[config.mk]
export PLATFORM = sky130hd
export DESIGN_NAME = tri_state_pfd
export DESIGN_NICKNAME = d
export VERILOG_FILES = /design/src/rtl/pfd_pkg.sv /design/src/rtl/pfd_datapath.sv /design/src/rtl/pfd_control.sv /design/src/rtl/tri_state_pfd.sv
export SDC_FILE = /design/constraint.sdc
export NUM_CORES = 1
export LEC_CHECK = 0
export BUFFER_PORTS_ARGS = -buffer_cell sky130_fd_sc_hd__buf_2
export CAP_MARGIN = 20
export CORE_AREA = 3 3 40 42
export CTS_CLUSTER_SIZE = 16
export DETAILED_ROUTE_END_ITERATION = 8
export DIE_AREA = 0 0 43 45
export PLACE_DENSITY_LB_ADDON = 0.08
export REMOVE_ABC_BUFFERS = 1
export SETUP_SLACK_MARGIN = 0.05
export SKIP_LAST_GASP = 1
export SYNTH_ARGS = -nofsm -noshare
export SYNTH_HDL_FRONTEND = slang
export SYNTH_SLANG_ARGS = --single-unit
[constraint.sdc]
create_clock -name clk -period 1.1 [get_ports clk]
set_clock_uncertainty 0.05 [all_clocks]
set_input_delay 0.055 -clock clk [delete_from_list [all_inputs] [get_ports clk]]
set_output_delay 0.055 -clock clk [all_outputs]
set_load 0.01 [all_outputs]
[src/rtl/pfd_pkg.sv]
package pfd_pkg;
  typedef struct packed {
    logic refRise;
    logic fbRise;
  } edgePair_t;

  typedef struct packed {
    logic setUp;
    logic setDown;
    logic goIdle;
  } pfdStrobe_t;
endpackage

[src/rtl/pfd_datapath.sv]
module pfd_datapath
  import pfd_pkg::*;
#(
  parameter int SYNC_STAGES = 2
) (
  input  logic       clk,
  input  logic       rst,
  input  logic       refIn,
  input  logic       fbIn,
  input  pfdStrobe_t strb,
  output edgePair_t  edges,
  output logic       driveEn,
  output logic       driveLevel,
  output logic       phasePulse
);
  localparam int LAST = SYNC_STAGES - 1;

  logic [LAST:0] refSync, fbSync;
  logic refPrev, fbPrev;

  generate
    for (genvar g = 0; g < SYNC_STAGES; g++) begin : gSync
      if (g == 0) begin : gFirst
        always_ff @(posedge clk) begin
          if (rst) begin
            refSync[0] <= 1'b0;
            fbSync[0]  <= 1'b0;
          end else begin
            refSync[0] <= refIn;
            fbSync[0]  <= fbIn;
          end
        end
      end else begin : gNext
        always_ff @(posedge clk) begin
          if (rst) begin
            refSync[g] <= 1'b0;
            fbSync[g]  <= 1'b0;
          end else begin
            refSync[g] <= refSync[g-1];
            fbSync[g]  <= fbSync[g-1];
          end
        end
      end
    end
  endgenerate

  always_ff @(posedge clk) begin
    if (rst) begin
      refPrev <= 1'b0;
      fbPrev  <= 1'b0;
    end else begin
      refPrev <= refSync[LAST];
      fbPrev  <= fbSync[LAST];
    end
  end

  assign edges.refRise = refSync[LAST] & ~refPrev;
  assign edges.fbRise  = fbSync[LAST] & ~fbPrev;

  always_ff @(posedge clk) begin
    if (rst) begin
      driveEn    <= 1'b0;
      driveLevel <= 1'b0;
      phasePulse <= 1'b1;
    end else if (strb.goIdle) begin
      driveEn    <= 1'b0;
      driveLevel <= 1'b0;
      phasePulse <= 1'b1;
    end else if (strb.setUp) begin
      driveEn    <= 1'b1;
      driveLevel <= 1'b1;
      phasePulse <= 1'b0;
    end else if (strb.setDown) begin
      driveEn    <= 1'b1;
      driveLevel <= 1'b0;
      phasePulse <= 1'b0;
    end
  end

  // lock pulse and enable are separate registers; they must stay complementary
  a_r4_pulse_when_released: assert property (@(posedge clk) disable iff (rst)
    (phasePulse == !driveEn) && (driveEn || !driveLevel));
endmodule

[src/rtl/pfd_control.sv]
module pfd_control
  import pfd_pkg::*;
(
  input  logic       clk,
  input  logic       rst,
  input  edgePair_t  edges,
  input  logic       driveEn,
  input  logic       driveLevel,
  output pfdStrobe_t strb
);
  logic isUp, isDown;

  assign isUp   = driveEn & driveLevel;
  assign isDown = driveEn & ~driveLevel;

  always_comb begin
    strb.goIdle  = (edges.refRise & edges.fbRise)
                 | (isUp & edges.fbRise)
                 | (isDown & edges.refRise);
    strb.setUp   = edges.refRise & ~edges.fbRise & ~isDown;
    strb.setDown = edges.fbRise & ~edges.refRise & ~isUp;
  end

  // never ask for a drive while a release is requested
  a_r6_strobe_exclusive: assert property (@(posedge clk) disable iff (rst)
    strb.goIdle |-> !(strb.setUp || strb.setDown));
endmodule

[src/rtl/tri_state_pfd.sv]
module tri_state_pfd
  import pfd_pkg::*;
#(
  parameter int SYNC_STAGES = 2
) (
  input  logic clk,
  input  logic rst,
  input  logic refIn,
  input  logic fbIn,
  output logic driveEn,
  output logic driveLevel,
  output logic phasePulse
);
  edgePair_t  edges;
  pfdStrobe_t strb;

  pfd_datapath #(.SYNC_STAGES(SYNC_STAGES)) dp_i (
    .clk(clk), .rst(rst), .refIn(refIn), .fbIn(fbIn), .strb(strb),
    .edges(edges), .driveEn(driveEn), .driveLevel(driveLevel),
    .phasePulse(phasePulse)
  );

  pfd_control ctl_i (
    .clk(clk), .rst(rst), .edges(edges), .driveEn(driveEn),
    .driveLevel(driveLevel), .strb(strb)
  );

  a_r6_both_edges_release: assert property (@(posedge clk) disable iff (rst)
    (edges.refRise && edges.fbRise) |=> (!driveEn && phasePulse));

  a_r2_up_holds: assert property (@(posedge clk) disable iff (rst)
    (driveEn && driveLevel && !edges.fbRise) |=> (driveEn && driveLevel));

  a_r3_down_holds: assert property (@(posedge clk) disable iff (rst)
    (driveEn && !driveLevel && !edges.refRise) |=> (driveEn && !driveLevel));

  a_r1_no_edge_no_change: assert property (@(posedge clk) disable iff (rst)
    (!edges.refRise && !edges.fbRise) |=> ($stable(driveEn) && $stable(driveLevel)));
endmodule

==> results.toml <==
[outcome]
status = "finished, final reports clean"

[detailed_routing]
first_pass_iters = 1
wire_per_inst_um = 10.0
drcViolationCount = 0
wl_um = 550
vias = 218
vias_per_cell = 3.96
ant_nets = 0
drt_iter0_markers = 0

[synth]
syn-instance-count = 27
syn_area_um2 = 297
synth-xor-area-share = 0
synth-seq-cells = 9
synth_top_family_by_area = "simple AND/OR/NAND/NOR gates"
yosysWarnings = 0
ys_seq_area_frac = 0.608
synthMuxAreaShare = 0
synth_compound_gate_area_share = 0.0549
avgSynthCellArea_um2 = 11.0
synth_simple_gate_area_frac = 0.325
ys_types = 12
synth-adder-area-share = 0

[grt]
grt_usage = 0.0701
grt_start_max_net_pins = 9
antenna_found_initial = 0
grt_pass1_vias = 209
grt_pass1_wl_um = 883
gr-total-overflow = 0

[floorplanning]
start_util = 0.231
core_area_um2 = 1280
rows = 13
die_h_um = 45
die-area_um2 = 1940
die_w_um = 43
ios = 7

[timing]
period_needed_ns = 1.08
worstMarginPinSlew_ns = 0.203
setup_ws_ns = 0.0211
fmax_ghz = 0.927
maxSlewViolCount = 0
setup_viol = 0
hold_viol_final = 0
rsz0062_at_grt = "true"
whs_ns = 0.0465
period_share = 0.981
max-slew-margin-rel = 0.864
fin_setup_tns_ns = 0

[place]
port-buffer-count = 6
dpl_cell_area_um2 = 353
dpl_worst_slack_ns = 0.0155
place_congestion = 0.639
place_inst = 49

[final_layout]
final_cell_area_um2 = 435
final_nets = 45
final_cells = 55
mostFrequentLayoutCell = "dfxtp_1"
layout_common_cells = "dfxtp_1 (9), nor2b_1 (7), buf_2 (6)"
drive_gt1_frac = 0.400
area_delta_synth_final_pct = 46.8
insertedDiodeCount = 0

[setup_path]
slowest_stage = "or3_1"
cp_cell_sequence = "nor2b_4, or3_1, and3_4"
critPathLaunchType = "flip-flop"
slowest_delay_ns = 0.33
worstPathArrival_ns = 1.18
critPathCaptureType = "flip-flop"
r2r_cells = 3
criticalPathCategory = "reg2reg"
r2r-start = "dp_i.fbSync[1]$_SDFF_PP0_"
cp.required_ns = 1.20
regToRegEndpoint = "dp_i.driveEn$_SDFFE_PP0P_"
cp_max_fo = 2
ff2ff_setup_slack_ns = 0.02

[clocking]
clkTransAtPathRegs_ns = 0.06
cts_buffer_depth = 2
h-tree-depth = 1
cts_root_buf = "clkbuf_4"
cts_setup_buffers = 0
cts_sinks = 9
cts_buffers = 3
clk_latency_ns = 0.25
cts_tree = "built"

[power]
ir_worst_vdd_mv = 0.535
p_leak_nw = 0.177
power_density_nw_per_um2 = 1550

[min_path]
min_from = "rst"
hp-class = "in2reg"
holdPathStages = 2
worstHoldEndpoint = "dp_i.fbSync[0]$_SDFF_PP0_"

[job]
max_cap_violations = 0
critical path: cells and delay by family (launching register included):
| kind | cells | cell delay [ns] |
|---|---|---|
| AND/OR/NAND/NOR | 3 | 0.62 |
| flip-flops | 1 | 0.31 |
synthesized netlist by cell type (all sizes together):
cell,instances,area share
nor3,1,0.017
a31oi,1,0.021
or3,1,0.021
and3,1,0.021
a21oi,1,0.017
inv,1,0.013
dfxtp,9,0.61
nor3b,1,0.025
nand3b,1,0.025
nor2b,9,0.22
o21ai,1,0.017
per-stage QoR:
stage,power (W),utilization
floorplan,0.000388,-
global placement,0.000409,0.275
detailed placement,0.000411,0.275
CTS,0.000680,0.316
global route,0.000710,0.339
finish,0.000673,0.339
worst max-delay path by stage:
stage | from | end | slack [ns] | cells after the start
floorplan | dp_i.fbSync[1]$_SDFF_PP0_ | dp_i.driveEn$_SDFFE_PP0P_ | 0.04 | 3
global placement | dp_i.fbSync[1]$_SDFF_PP0_ | dp_i.driveEn$_SDFFE_PP0P_ | 0.02 | 3
detailed placement | dp_i.refSync[1]$_SDFF_PP0_ | dp_i.driveEn$_SDFFE_PP0P_ | 0.02 | 3
CTS | dp_i.fbSync[1]$_SDFF_PP0_ | dp_i.driveEn$_SDFFE_PP0P_ | 0.02 | 3
global route | dp_i.fbSync[1]$_SDFF_PP0_ | dp_i.driveEn$_SDFFE_PP0P_ | -0.03 | 3
finish | dp_i.fbSync[1]$_SDFF_PP0_ | dp_i.driveEn$_SDFFE_PP0P_ | 0.02 | 3
report_power, final:
part	internal (W)	switching [W]
Combinational	0.0000411	0.0000280
Sequential	0.000343	0.0000117
Clock	0.000139	0.000110
Total	0.000523	0.000150
layout make-up:
class / instances / area [um^2]
clock buffer: 4 / 26.3
sequential: 9 / 180
tap: 15 / 18.8
fill: 140 / 850
multi-input combinational: 17 / 149
inverter: 1 / 3.75
timing repair buffer: 9 / 57.6
registers in the layout (all words and copies together), names as in the netlist:
| signal | cells |
|---|---|
| dp_i.phasePulse | 1 |
| dp_i.refPrev | 1 |
| dp_i.fbPrev | 1 |
| dp_i.driveEn | 1 |
| dp_i.driveLevel | 1 |
| dp_i.refSync | 2 |
| dp_i.fbSync | 2 |
cell families (layout without fill, tap and decap cells):
group / after synthesis / in the layout
buffers and inverters: 1 / 14
and+or+nand+nor: 14 / 14
AOI/OAI and AO/OA: 3 / 3
DFF: 9 / 9
layer usage:
metal  GRT usage  wire length, um
met5           0                0
met4      0.0904                5
met3      0.0319               51
met2      0.0868              256
met1      0.0775              236
timing repair:
action                                  in CTS  in global routing
pin swaps                                    1                  2
resized for setup                            2                  6
endpoints found under the setup margin       1                  2
hold buffers                                 2                  0
hold endpoints to repair                     2                  0
(Power assumes the default switching activity.)
